`config.mk`:
```
export PLATFORM = sky130hd
export DESIGN_NAME = acc_unit
export DESIGN_NICKNAME = d
export VERILOG_FILES = /design/src/rtl/acc_pkg.sv /design/src/rtl/acc_adder.sv /design/src/rtl/acc_logic.sv /design/src/rtl/acc_reg.sv /design/src/rtl/acc_unit.sv
export SDC_FILE = /design/constraint.sdc
export NUM_CORES = 1
export LEC_CHECK = 0
export ABC_AREA = 1
export ABC_CLOCK_PERIOD_IN_PS = 2040
export BUFFER_PORTS_ARGS = -buffer_cell sky130_fd_sc_hd__clkbuf_2
export CAP_MARGIN = 20
export CORE_UTILIZATION = 52
export DETAILED_ROUTE_END_ITERATION = 12
export PLACE_DENSITY = 0.78
export SLEW_MARGIN = 30
export SYNTH_ARGS = -nofsm -noshare
export SYNTH_HDL_FRONTEND = slang
export SYNTH_SLANG_ARGS = --single-unit
export TNS_END_PERCENT = 5
```
`constraint.sdc`:
```
create_clock -name clk -period 2.04 [get_ports clk]
set_clock_uncertainty 0.2 [all_clocks]
set_input_delay 0.204 -clock clk [delete_from_list [all_inputs] [get_ports clk]]
set_output_delay 0.204 -clock clk [all_outputs]
set_load 0.02 [all_outputs]
```
`src/rtl/acc_pkg.sv`:
```
package acc_pkg;
   localparam int unsigned ACC_W_DEF  = 16;
   localparam int unsigned CHAR_W_DEF = 8;

   typedef enum logic [1:0] {
      E_HOLD  = 2'd0,
      E_LOAD  = 2'd1,
      E_CLEAR = 2'd2,
      E_FLIP  = 2'd3
   } e_ctl_t;
endpackage

```
`src/rtl/acc_adder.sv`:
```
module acc_adder #(
   parameter int unsigned W     = 16,
   parameter bit          RIPPLE = 1'b0
) (
   input  logic [W-1:0] a_i,
   input  logic [W-1:0] b_i,
   output logic [W-1:0] sum_o,
   output logic         cout_o
);
   if (W < 2) begin : g_bad_w
      $error("acc_adder: W must be at least 2");
   end

   if (RIPPLE) begin : g_ripple
      logic [W:0] c;
      assign c[0] = 1'b0;
      for (genvar i = 0; i < W; i++) begin : g_bit
         assign sum_o[i] = a_i[i] ^ b_i[i] ^ c[i];
         assign c[i+1]   = (a_i[i] & b_i[i]) | (c[i] & (a_i[i] ^ b_i[i]));
      end
      assign cout_o = c[W];
   end else begin : g_behav
      logic [W:0] full;
      assign full   = {1'b0, a_i} + {1'b0, b_i};
      assign sum_o  = full[W-1:0];
      assign cout_o = full[W];
   end
endmodule

```
`src/rtl/acc_logic.sv`:
```
module acc_logic
   import acc_pkg::*;
#(
   parameter int unsigned W      = ACC_W_DEF,
   parameter int unsigned CW     = CHAR_W_DEF,
   parameter bit          RIPPLE = 1'b0
) (
   input  logic [W-1:0]  ac_i,
   input  logic          e_i,
   input  logic [W-1:0]  dr_i,
   input  logic [CW-1:0] chr_i,
   input  logic          s_and,
   input  logic          s_add,
   input  logic          s_ldr,
   input  logic          s_inp,
   input  logic          s_cma,
   input  logic          s_shr,
   input  logic          s_shl,
   input  logic          s_cle,
   input  logic          s_cme,
   output logic          ld_o,
   output logic [W-1:0]  val_o,
   output e_ctl_t        ectl_o,
   output logic          e_val_o
);
   logic [W-1:0] sum;
   logic         cout;
   logic [W-1:0] inp_val;

   acc_adder #(.W(W), .RIPPLE(RIPPLE)) u_add (
      .a_i(ac_i), .b_i(dr_i), .sum_o(sum), .cout_o(cout)
   );

   if (CW > W) begin : g_bad_cw
      $error("acc_logic: character wider than accumulator");
   end else if (CW == W) begin : g_inp_full
      assign inp_val = chr_i;
   end else begin : g_inp_low
      assign inp_val = {ac_i[W-1:CW], chr_i};
   end

   always_comb begin
      ld_o    = 1'b0;
      val_o   = ac_i;
      ectl_o  = E_HOLD;
      e_val_o = e_i;
      if (s_and) begin
         ld_o  = 1'b1;
         val_o = ac_i & dr_i;
      end else if (s_add) begin
         ld_o    = 1'b1;
         val_o   = sum;
         ectl_o  = E_LOAD;
         e_val_o = cout;
      end else if (s_ldr) begin
         ld_o  = 1'b1;
         val_o = dr_i;
      end else if (s_inp) begin
         ld_o  = 1'b1;
         val_o = inp_val;
      end else if (s_cma) begin
         ld_o  = 1'b1;
         val_o = ~ac_i;
      end else if (s_shr) begin
         ld_o    = 1'b1;
         val_o   = {e_i, ac_i[W-1:1]};
         ectl_o  = E_LOAD;
         e_val_o = ac_i[0];
      end else if (s_shl) begin
         ld_o    = 1'b1;
         val_o   = {ac_i[W-2:0], e_i};
         ectl_o  = E_LOAD;
         e_val_o = ac_i[W-1];
      end else if (s_cle) begin
         ectl_o = E_CLEAR;
      end else if (s_cme) begin
         ectl_o = E_FLIP;
      end
   end
endmodule

```
`src/rtl/acc_reg.sv`:
```
module acc_reg #(
   parameter int unsigned W = 16
) (
   input  logic         clk,
   input  logic         rst_n,
   input  logic         ld,
   input  logic         inr,
   input  logic         clr,
   input  logic [W-1:0] d,
   output logic [W-1:0] q
);
   always_ff @(posedge clk or negedge rst_n) begin
      if (!rst_n)   q <= '0;
      else if (clr) q <= '0;
      else if (inr) q <= q + 1'b1;
      else if (ld)  q <= d;
   end

   p_clr_zero_r10: assert property (@(posedge clk) disable iff (!rst_n)
      clr |=> (q == '0));
   p_inr_step_r9: assert property (@(posedge clk) disable iff (!rst_n)
      (inr && !clr) |=> (q == $past(q) + 1'b1));
endmodule

```
`src/rtl/acc_unit.sv`:
```
module acc_unit
   import acc_pkg::*;
#(
   parameter int unsigned ACC_W  = ACC_W_DEF,
   parameter int unsigned CHAR_W = CHAR_W_DEF,
   parameter bit          RIPPLE = 1'b0
) (
   input  logic              clk,
   input  logic              rst_n,
   input  logic [ACC_W-1:0]  dr_in,
   input  logic [CHAR_W-1:0] inpr_in,
   input  logic              op_and,
   input  logic              op_add,
   input  logic              op_ldr,
   input  logic              op_inp,
   input  logic              op_cma,
   input  logic              op_shr,
   input  logic              op_shl,
   input  logic              op_inc,
   input  logic              op_clr,
   input  logic              op_cle,
   input  logic              op_cme,
   output logic [ACC_W-1:0]  ac_out,
   output logic              e_out,
   output logic              ac_zero,
   output logic              ac_neg
);
   localparam int unsigned MSB = ACC_W - 1;

   logic [ACC_W-1:0] ac_q;
   logic [ACC_W-1:0] ld_val;
   logic             ac_ld;
   logic             e_q;
   logic             e_val;
   e_ctl_t           e_ctl;

   acc_logic #(.W(ACC_W), .CW(CHAR_W), .RIPPLE(RIPPLE)) u_logic (
      .ac_i(ac_q), .e_i(e_q), .dr_i(dr_in), .chr_i(inpr_in),
      .s_and(op_and), .s_add(op_add), .s_ldr(op_ldr), .s_inp(op_inp),
      .s_cma(op_cma), .s_shr(op_shr), .s_shl(op_shl),
      .s_cle(op_cle), .s_cme(op_cme),
      .ld_o(ac_ld), .val_o(ld_val), .ectl_o(e_ctl), .e_val_o(e_val)
   );

   acc_reg #(.W(ACC_W)) u_ac (
      .clk(clk), .rst_n(rst_n), .ld(ac_ld), .inr(op_inc), .clr(op_clr),
      .d(ld_val), .q(ac_q)
   );

   always_ff @(posedge clk or negedge rst_n) begin
      if (!rst_n) e_q <= 1'b0;
      else begin
         unique case (e_ctl)
            E_LOAD:  e_q <= e_val;
            E_CLEAR: e_q <= 1'b0;
            E_FLIP:  e_q <= ~e_q;
            default: e_q <= e_q;
         endcase
      end
   end

   assign ac_out  = ac_q;
   assign e_out   = e_q;
   assign ac_zero = ~|ac_q;
   assign ac_neg  = ac_q[MSB];

   logic [10:0] strobes;
   assign strobes = {op_and, op_add, op_ldr, op_inp, op_cma, op_shr,
                     op_shl, op_inc, op_clr, op_cle, op_cme};

   p_one_strobe_r12: assert property (@(posedge clk) disable iff (!rst_n)
      $onehot0(strobes));
   p_hold_r12: assert property (@(posedge clk) disable iff (!rst_n)
      (strobes == '0) |=> ($stable(ac_q) && $stable(e_q)));
   p_shr_rot_r7: assert property (@(posedge clk) disable iff (!rst_n)
      op_shr |=> (ac_q[MSB] == $past(e_q) && e_q == $past(ac_q[0])));
   p_shl_rot_r8: assert property (@(posedge clk) disable iff (!rst_n)
      op_shl |=> (ac_q[0] == $past(e_q) && e_q == $past(ac_q[MSB])));
   p_cme_flip_r11: assert property (@(posedge clk) disable iff (!rst_n)
      op_cme |=> (e_q != $past(e_q) && $stable(ac_q)));
   p_inc_keep_e_r9: assert property (@(posedge clk) disable iff (!rst_n)
      (op_inc || op_clr) |=> $stable(e_q));
   p_status_r13: assert property (@(posedge clk) disable iff (!rst_n)
      ac_zero |-> !ac_neg);
endmodule

```
==> parameters.txt <==
Parameter                              Value

Outcome
  Run status ... finished, violations left
  Violations in the final reports ... negative setup slack

STA
  Least-Margin Pin Slew ... 0.529 ns
  Final setup violation count ... 3
  Final setup margin ... -0.0535 ns
  Highest attainable clock frequency ... about 480 MHz
  Hold Vio Cnt, Final ... 0
  Slew headroom ... 0.648
  Time the final worst path needs with I/O delays and setup ... 2.09 ns
  Max-slew violations ... 0
  Tcrit/Tclk final ... 1.03
  Worst hold slack ... 0.105 ns
  Unrepaired setup endpoints after global routing ... yes

Global routing
  Initial antenna violation count ... 0
  Largest net degree at the start of global routing ... 28
  First-pass GRT wire length ... 19600 um
  Aggregate global-route resource usage ... 0.404
  Vias in the first global route ... between 3000 and 4000
  Global route total overflow ... 0

Routing
  DRT Pass-1 Iters ... 5
  First-iteration detailed-routing DRC count ... 419
  Total Routed Length ... roughly 12000 um
  Remaining antenna violation count ... 0
  Avg Vias per Cell ... 5.85
  Routed vias ... 4226
  Average wire length per cell after detail routing ... 17.2 um
  DRC errors left ... 0

Yosys
  Multiplexer fraction of the synthesized cell area ... 0
  Part of the Yosys area used for sequential elements ... 0.135
  Number of flops mapped to enable cells by yosys ... 0
  Cell with the most instances after synthesis ... sky130_fd_sc_hd__nand2_1
  Post-synth top flop ... sky130_fd_sc_hd__dfrtp_1
  Synthesized area per cell ... 5.52 um^2
  Post-synthesis share of cell area spent on full adders, half adders and majority gates ... 0.0779
  Async set-or-reset flop fraction in the synthesized netlist ... 1.00
  Post-synthesis cell count ... 570
  Synth top area share ... 0.239
  Leading cell types by total area after synthesis ... sky130_fd_sc_hd__nand2_1, sky130_fd_sc_hd__dfrtp_1, sky130_fd_sc_hd__inv_1
  Commonest cells post-synth ... sky130_fd_sc_hd__nand2_1, sky130_fd_sc_hd__inv_1, sky130_fd_sc_hd__a21oi_1
  Parity-gate share of the synthesized area counting xor and xnor cells ... 0.0334
  Net count of the mapped netlist ... ~630
  Synthesized-area fraction occupied by ao, oa, aoi and oai cells ... 0.200
  Yosys warning total ... 0
  Cell type contributing the most total cell area after synthesis ... sky130_fd_sc_hd__nand2_1
  Post-synthesis sequential element count ... 17
  Largest family of logic cells by synthesized area ... simple AND/OR/NAND/NOR gates
  Post-synthesis simple-gate area fraction ... 0.427
  Combined area of all synthesized cells ... 0.00315 mm^2
  Post-synthesis cell type count ... 39

Final layout
  Number of fillers in the final layout ... roughly 560
  Share of layout cells above drive strength 1 ... 0.252
  NumNets Final ... 707
  Final non-filler cell area ... 0.00400 mm^2
  Non-filler instance count after layout ... 722
  Util after Layout ... 0.705
  Syn-to-layout area delta ... 27.2%
  Diode count ... 0

CTS
  Clock root buffer ... sky130_fd_sc_hd__clkbuf_8
  Clock tree from TritonCTS ... yes
  TritonCTS Sinks ... 17
  Number of buffers created by CTS ... 3
  Clock-pin slew on the worst setup and hold paths ... about 0.090 ns
  H-tree level count ... 1
  Buffer count from post-CTS setup fixing ... 0
  Clock latency on the worst-skew pair ... 0.27 ns
  Clock tree buffer depth ... 2

Critical path
  Startpoint Class ... flip-flop
  Depth of the most critical reg-to-reg path ... 12
  Critical register-to-register path endpoint ... u_ac.q[15]
  Setup slack of the worst register-to-register path ... -0.05 ns
  Required time of the critical path ... 2.01 ns
  Stage delay of the slowest cell on the critical path ... 0.41 ns
  Worst-path cell with the longest stage delay ... sky130_fd_sc_hd__dfrtp_1
  Type of destination of the critical path ... flip-flop
  Peak fanout along the critical path ... 5
  Critical register-to-register path startpoint ... u_ac.q[10]
  Cell chain of the critical path ... ha_2, nand2_1, inv_1, nand2_1, nor3_1, nand2_1, nand3_1, nand3_1, nand2_1, nand2_1, nand2_1, nand2_1
  Most used cell, CP ... sky130_fd_sc_hd__nand2_1
  Category of the critical setup timing path ... reg2reg
  Critical Path AT ... 2.07 ns

Pwr
  Pwr Total ... 1.71 mW
  Leakage Power ... 2.11 nW
  Peak supply drop ... 235 uV
  Power density of the placed cells ... around 430 mW/mm^2

Flow run
  Max-cap violation count ... 0

Place
  Global placement routability congestion ... 1.01
  Count of input and output buffers ... 55
  DP Area ... 0.00370 mm^2
  Final HPWL from detailed placement ... 9620 um
  Total placed cells including tap cells ... 717

Min path
  Count of cells along the worst hold path ... 4
  Hold crit path type ... in2reg
  Hold-critical path endpoint ... u_ac.q[5]
  Worst hold start ... op_clr

Die
  Die extent in x ... 79.8 um
  Effective utilization at floorplan ... 0.554
  Area inside the core boundary ... 0.00568 mm^2
  Total I/O pin count ... 56
  Area of the die ... between 0.006 and 0.007 mm^2
  Overall die height ... 79.8 um
  Std cell rows ... 27
==> worst max-delay path: cells and delay by family, from the launching register on <==
kind / cells / cell delay (ns)
flip-flops: 1 / 0.41
buffers and inverters: 1 / 0.08
adder cells (fa/ha/maj): 1 / 0.40
AND/OR/NAND/NOR: 10 / 0.90
==> repair_timing <==
action | CTS | global route
endpoints found under the hold margin | 17 | 0
endpoints found under the setup margin | 8 | 17
pin swaps | 4 | 5
hold buffers | 1 | 0
resized for setup | 15 | 37
==> worst max-delay path by stage <==
stage                     startpoint          to  slack [ns]  cells after the start
after floorplan            u_ac.q[0]  u_ac.q[14]        0.04                     12
after global placement     u_ac.q[0]  u_ac.q[12]       -0.09                     12
after detailed placement   u_ac.q[0]  u_ac.q[12]        -0.1                     12
after CTS                  u_ac.q[0]  u_ac.q[12]       -0.05                     12
after global routing       u_ac.q[0]  u_ac.q[12]       -0.13                     12
final                     u_ac.q[10]  u_ac.q[15]       -0.05                     12
==> flip-flops by register name, summed over array words and instances, names as in the netlist <==
signal  flops
u_ac.q     16
e_out       1
==> cell type report <==
type / count / area, um^2 / share of cell area
Multi-Input combinational cell: 456 / 2560 / 0.640
Timing Repair Buffer: 93 / 566 / 0.141
Sequential cell: 17 / 428 / 0.107
Inverter: 80 / 310 / 0.0775
Tap cell: 72 / 90.1 / 0.0225
Clock buffer: 4 / 45.0 / 0.0113
==> where the power goes <==
group          leakage [nW]  internal, mW  switching (mW)
sequential            0.220         0.366          0.0365
clock                0.0228         0.140           0.143
combinational          1.87         0.387           0.637
total                  2.11         0.892           0.816
==> metal layers <==
layer,track usage,vias to the layer above,share of wire
met5,0,-,0
met4,0.0982,0,0.020
met3,0.0629,27,0.11
met2,0.632,260,0.44
met1,0.578,1917,0.43
li1,-,2022,-
==> cell families after synthesis <==
logic type / Yosys count
AND/OR/NAND/NOR: 309
XOR/XNOR: 12
flip-flops: 17
adder cells (fa/ha/maj): 19
AO/OA/AOI/OAI: 116
buffers and inverters: 97
==> cell usage in the layout (no fill, tap or decap), types with 9 or more instances in the layout <==
cell type                  count
sky130_fd_sc_hd__inv_1        67
sky130_fd_sc_hd__a21oi_1      51
sky130_fd_sc_hd__nor2_1       28
sky130_fd_sc_hd__o21ai_1      11
sky130_fd_sc_hd__ha_4         10
sky130_fd_sc_hd__xor2_1        9
sky130_fd_sc_hd__inv_2        10
sky130_fd_sc_hd__nand2_1     193
sky130_fd_sc_hd__dfrtp_1      15
sky130_fd_sc_hd__clkbuf_2     54
sky130_fd_sc_hd__nand3_1      35
sky130_fd_sc_hd__buf_4        38
sky130_fd_sc_hd__o21ai_0      30
==> per-stage QoR <==
| stage | setup WS (ns) | TNS [ns] |
|---|---|---|
| 2_1_floorplan | 0.0352 | 0 |
| 3_3_place_gp | -0.0857 | -0.114 |
| 3_5_place_dp | -0.0952 | -0.226 |
| 4_1_cts | -0.0484 | -0.129 |
| 5_1_grt | -0.133 | -1.09 |
| 6_report | -0.0535 | -0.0877 |
Note: power is estimated with default switching activity, not from simulation.
